## config.mk

```make
export PLATFORM = sky130hd
export DESIGN_NAME = sys_fault_capture
export DESIGN_NICKNAME = d
export VERILOG_FILES = /design/src/rtl/fault_pkg.sv /design/src/rtl/fault_ctrl.sv /design/src/rtl/fault_regs.sv /design/src/rtl/sys_fault_capture.sv
export SDC_FILE = /design/constraint.sdc
export NUM_CORES = 1
export LEC_CHECK = 0
export BUFFER_PORTS_ARGS = -buffer_cell sky130_fd_sc_hd__buf_2
export CAP_MARGIN = 30
export CORE_MARGIN = 2
export CORE_UTILIZATION = 39
export CTS_BUF_LIST = sky130_fd_sc_hd__clkbuf_4
export DETAILED_ROUTE_END_ITERATION = 16
export PLACE_DENSITY = 0.92
export SLEW_MARGIN = 25
export SYNTH_ARGS = -nofsm -noshare
export SYNTH_HDL_FRONTEND = slang
export SYNTH_SLANG_ARGS = --single-unit
```

## constraint.sdc

```tcl
create_clock -name clk -period 4.12 [get_ports clk]
set_clock_uncertainty 0.1 [all_clocks]
set_input_delay 1.236 -clock clk [delete_from_list [all_inputs] [get_ports clk]]
set_output_delay 1.236 -clock clk [all_outputs]
set_load 0.02 [all_outputs]
```

## src/rtl/fault_pkg.sv

```systemverilog
package fault_pkg;
  localparam int REG_W  = 16;
  localparam int BIT_SP = 15;
  localparam int BIT_PC = 14;
  localparam int BIT_DZ = 13;
  localparam int BIT_DO = 12;
  localparam int BIT_IL = 11;

  typedef struct packed {
    logic [REG_W-1:0] setMask;
    logic [REG_W-1:0] clrMask;
    logic             selHi;
    logic             selLo;
    logic             wordAcc;
  } faultStrobe_t;
endpackage

```

## src/rtl/fault_ctrl.sv

```systemverilog
module fault_ctrl
  import fault_pkg::*;
#(
  parameter int ADDR_W = 24,
  parameter logic [ADDR_W-1:0] BASE_ADDR = 24'hFFE020,
  parameter int LOW_W = 4
) (
  input  logic [4:0]        evtCore,
  input  logic [LOW_W-1:0]  evtAux,
  input  logic [ADDR_W-1:0] busAddr,
  input  logic              busWr,
  input  logic              busWord,
  input  logic [15:0]       busWdata,
  input  logic              illActive,
  output faultStrobe_t      strb,
  output logic              pushEn
);
  localparam logic [ADDR_W-1:0] LO_ADDR = BASE_ADDR + 1'b1;
  localparam logic [7:0] AUX_MASK = 8'((16'd1 << LOW_W) - 16'd1);
  localparam logic [REG_W-1:0] IMPL_MASK = {8'hF8, AUX_MASK};

  logic       atBase, atLow, hitHi, hitLo;
  logic [7:0] hiData, auxSet;

  assign atBase = (busAddr == BASE_ADDR);
  assign atLow  = (busAddr == LO_ADDR);
  assign hitHi  = atBase;
  assign hitLo  = busWord ? atBase : atLow;
  assign hiData = busWord ? busWdata[15:8] : busWdata[7:0];

  always_comb begin
    auxSet = '0;
    auxSet[LOW_W-1:0] = evtAux;
  end

  always_comb begin
    strb.selHi   = hitHi;
    strb.selLo   = hitLo;
    strb.wordAcc = busWord;
    strb.setMask = {evtCore, 3'b000, auxSet} & IMPL_MASK;
    strb.clrMask = {(busWr && hitHi) ? hiData : 8'h00,
                    (busWr && hitLo) ? busWdata[7:0] : 8'h00} & IMPL_MASK;
  end

  assign pushEn = (|strb.setMask) && !illActive;
endmodule

```

## src/rtl/fault_regs.sv

```systemverilog
module fault_regs
  import fault_pkg::*;
#(
  parameter int LOW_W = 4
) (
  input  logic             clk,
  input  logic             rst_n,
  input  faultStrobe_t     strb,
  output logic [15:0]      rdData,
  output logic             excReq,
  output logic             illActive
);
  localparam logic [7:0] AUX_MASK = 8'((16'd1 << LOW_W) - 16'd1);
  localparam logic [REG_W-1:0] IMPL_MASK = {8'hF8, AUX_MASK};

  logic [REG_W-1:0] status;

  always_ff @(posedge clk or negedge rst_n) begin
    if (!rst_n) status <= '0;
    else        status <= (status & ~strb.clrMask) | strb.setMask;
  end

  always_comb begin
    if (strb.wordAcc && strb.selHi) rdData = status;
    else if (strb.selHi)            rdData = {8'h00, status[15:8]};
    else if (strb.selLo)            rdData = {8'h00, status[7:0]};
    else                            rdData = '0;
  end

  assign excReq    = |status;
  assign illActive = status[BIT_IL];

  AST_RESERVED_ZERO: assert property (@(posedge clk) disable iff (!rst_n)
    (status & ~IMPL_MASK) == '0);
  AST_SET_STICKS: assert property (@(posedge clk) disable iff (!rst_n)
    (strb.setMask != '0) |=> ((status & $past(strb.setMask)) == $past(strb.setMask)));
  AST_HOLD_IDLE: assert property (@(posedge clk) disable iff (!rst_n)
    (strb.setMask == '0 && strb.clrMask == '0) |=> $stable(status));
endmodule

```

## src/rtl/sys_fault_capture.sv

```systemverilog
module sys_fault_capture
  import fault_pkg::*;
#(
  parameter int ADDR_W = 24,
  parameter logic [ADDR_W-1:0] BASE_ADDR = 24'hFFE020,
  parameter int LOW_W = 4
) (
  input  logic              clk,
  input  logic              rst_n,
  input  logic              evtStkOvf,
  input  logic              evtPcOvf,
  input  logic              evtDivZero,
  input  logic              evtDivOvf,
  input  logic              evtIllegal,
  input  logic [LOW_W-1:0]  evtAux,
  input  logic [ADDR_W-1:0] busAddr,
  input  logic              busWr,
  input  logic              busWord,
  input  logic [15:0]       busWdata,
  output logic [15:0]       rdData,
  output logic              excReq,
  output logic              pushEn
);
  faultStrobe_t strb;
  logic         illActive;
  logic [4:0]   evtCore;

  assign evtCore = {evtStkOvf, evtPcOvf, evtDivZero, evtDivOvf, evtIllegal};

  fault_ctrl #(.ADDR_W(ADDR_W), .BASE_ADDR(BASE_ADDR), .LOW_W(LOW_W)) uCtrl (
    .evtCore(evtCore), .evtAux(evtAux), .busAddr(busAddr), .busWr(busWr),
    .busWord(busWord), .busWdata(busWdata), .illActive(illActive),
    .strb(strb), .pushEn(pushEn)
  );

  fault_regs #(.LOW_W(LOW_W)) uRegs (
    .clk(clk), .rst_n(rst_n), .strb(strb),
    .rdData(rdData), .excReq(excReq), .illActive(illActive)
  );

  AST_REQ_FOLLOWS: assert property (@(posedge clk) disable iff (!rst_n)
    (|{evtCore, evtAux}) |=> excReq);
  AST_PUSH_ONCE: assert property (@(posedge clk) disable iff (!rst_n)
    (pushEn && evtIllegal) |=> !pushEn);
endmodule

```

==> results.md <==
* Run status: finished clean
* Total GRT Usage at 18.81%
* Slew margin rel. at 51.61%
* Initial DRC count at 13
* Worst Path Arrival at 2.76 ns
* Initial antenna violation count at 0
* CTS root buffer: clkbuf_4
* GP Congestion at 0.8203
* Final setup vio count at 0
* Synth unique cells at 33
* Setup TNS at 0 ns
* # diodes at 0
* CP Buf/Inv Count at 3
* Yosys warns at 0
* Vias in the first global route at 950
* Fin crit period at 4.101 ns
* Layout cells sized above 1 at 54.61%
* Final Max Tran Viols at 0
* Placed cells at 174
* P&R area growth vs syn at 49.55%
* Max reg flops at 9
* Combinational share of power at a little under a quarter
* Post-Route WL at 2517 µm
* Final ANT Viol Nets at 0
* CTS HTree Levels at 1
* Largest net degree at the start of global routing at 19
* Pwr Density at 174.7 mW/mm²
* Hold_sp: uRegs.status[13]
* Sequential power share at 40.7%
* Initial core utilization at 41.92%
* Number of vias per cell at 5.408
* Period utilisation layout at 99.53%
* Routed WL per cell at between 10 and 15 µm
* WHS Path Cells at 1
* Top Family by Delay on Critical Path: simple AND/OR/NAND/NOR gates
* Worst-case hold path end point: uRegs.status[13]
* Critical Path Fanout Max at 13
* Mapped Avg Cell Area at 9.549 µm²
* Worst reg2reg startpoint: uRegs.status[3]
* Peak Freq at about 240 MHz
* R2R setup slack at 3.29 ns
* I/O Buffers at 64
* P_sw at between 50 and 60 µW
* Power share of the clock group at a little over a third
* First-pass GRT wire length at 3746 µm
* Worst Hold Class: reg -> reg
* CTS tree: yes
* Core area at ~0.0020 mm²
* DR vias at 968
* CTS Sinks at 9
* DRT Pass-1 Iters at 4
* R2R depth at 2
* DIE AREA at approximately 0.0025 mm²
* Crit Path Category: in -> out
* Worst skew pair latency at around 0.27 ns
* DP Area at between 0.001 and 0.0015 mm²
* Clock buffer count from CTS at 3
* Largest regs: uRegs.status: 9 flops
* Worst endpoint required time at roughly 2.8 ns
* Total power at between 200 and 250 µW
* Unrepaired setup endpoints after global routing: true
* Yosys reg bits at 9
* Post-CTS Hold Buffers at 0
* Crit Reg-Reg Endpoint: uRegs.status[3]
* Clock transition at the registers of the reported paths at 0.06 ns
* Clk buf depth at 2
* Switching share of power at 27.48%
* Slowest-stage cell, CP: or4b_4
* Final worst slack at just under 0.02 ns
* Delay of the slowest cell on the worst path at 0.53 ns
* Die width at around 50 µm
* Seq/Total Area, Yosys at 27.11%
* Internal at around 160 µW
* Critical path, cell by cell: buf_2, or4b_4, or2_4, buf_12, nor4_2, buf_2
* Area of the mapped netlist at 830.8 µm²
* LEAKAGE at approximately 0.56 nW
* Hold Fails Final Rpt at 0
* Overflow after GRT at 0
* CP startpoint kind: primary input
* Cells after synthesis at 87
* Crit path top cell by count: buf_2
* VDD IR max at 0.0001267 V
* Pre-CTS WS at -0.05321 ns
* Non-Filler Instances at 179
* Detailed Place HPWL at roughly 2000 µm
* Cell Rows at 16
* Top Ports at 71
* Max-cap violations at 0
* Fin area at 0.001242 mm²
* Layout Nets at 206
* Drt drc at 0
* Die Y at 50.16 µm
* Largest register by flop count: uRegs.status
* Worst Tran Pin Value at 0.7158 ns
* CP endpoint kind: output pin
## power by group through the flow
stage	Combinational (mW)	Sequential, mW	Clock [mW]
after floorplan	0.0221	0.0900	0
after global placement	0.0469	0.0900	0
after detailed placement	0.0492	0.0900	0
after CTS	0.0498	0.0883	0.0771
after global routing	0.0565	0.0883	0.0801
final	0.0514	0.0883	0.0773
## synthesized netlist by cell type
cell      count  area (µm²)
nor4b_1       4       35.03
nand4b_1      1       8.760
mux2_2        1       11.26
conb_1        1       3.750
nand2_1       1       3.750
nor4bb_1      1       10.01
nor3_1        3       15.01
a31oi_1       1       6.260
nor4_2        9       112.6
clkbuf_1      2       7.510
a41oi_1       4       35.03
or4b_1        1       10.01
buf_4         3       22.52
or2_1         1       6.260
buf_2         1       5.000
or3_1         5       31.28
nand3_1       1       5.000
and3b_1       1       8.760
nand4_1       1       6.260
and3_1        1       6.260
a21oi_1       1       5.000
and4b_1       1       10.01
xnor2_1       1       8.760
nor2_1        6       22.52
and4_1        1       8.760
mux2i_1       5       50.05
buf_6         1       11.26
nand2b_1      5       31.28
nor4_1        3       18.77
inv_1         5       18.77
buf_12        1       20.02
dfrtp_1       9       225.2
o32a_1        5       50.05
## logic make-up (layout without fill, tap and decap cells)
group	count (synthesis)	after routing	synth area share [%]
buf+inv	13	76	10.24
simple gates	46	46	42.17
mux	6	6	7.380
xor+xnor	1	1	1.054
compound gates	11	11	11.60
flops	9	9	27.11
other cells	1	3	0.4514
## metrics by stage
stage / hold slack (ns) / utilization, %
detailed placement: 0.4308 / 58.21
CTS: 0.4452 / 60.29
global placement: 0.4208 / 58.21
finish: 0.4424 / 62.69
global route: 0.4580 / 62.69
floorplan: 0.3948 / -
## placed cells by master, fill, tap and decap left out, types with 4 or more instances in the layout
master / synthesis / final
buf_2: 1 / 60
mux2i_1: 5 / 5
clkbuf_4: 0 / 4
nor4_4: 0 / 4
nand2b_1: 5 / 5
nor4b_1: 4 / 4
dfrtp_1: 9 / 9
nor4_2: 9 / 5
a41oi_1: 4 / 4
or3_1: 5 / 5
o32a_1: 5 / 5
buf_4: 3 / 6
nor2_1: 6 / 6
inv_1: 5 / 5
## per-layer routing
layer	routed length [µm]	vias to the layer above	global-route usage, %
met3	203	3	2.679
li1	-	471	-
met1	968	443	20.97
met4	19	0	4.630
met2	1326	51	36.62
met5	0	-	0
## timing repair
item	4_1_cts	5_1_grt
resized for setup	2	8
setup buffers	0	1
setup endpoints to repair	6	10
pin swaps	0	1
## worst max path at each step
stage / startpoint / endpoint / slack (ns) / cells after the start
after floorplan: busAddr[8] / rdData[0] / -0.12 / 4
after CTS: busAddr[8] / rdData[5] / 0.02 / 6
after global placement: busAddr[8] / rdData[12] / 0.04 / 6
after global routing: busAddr[8] / rdData[5] / -0.02 / 6
after detailed placement: busAddr[8] / rdData[13] / -0.05 / 6
final: busAddr[8] / rdData[5] / 0.02 / 6
## worst reg2reg max path, delay by kind of cell, from the launching register on
kind,cells,cell delay (ns)
and+or+nand+nor,1,0.12
AOI/OAI and AO/OA,1,0.05
DFF,1,0.41
## layout make-up
type,instances,area (µm²)
Clock buffer,4,30.03
Fill cell,176,739.5
Inverter,5,18.77
Multi-Input combinational cell,67,569.3
Sequential cell,9,225.2
Tap cell,27,33.78
Timing Repair Buffer,67,365.4
(Power assumes the default switching activity.)
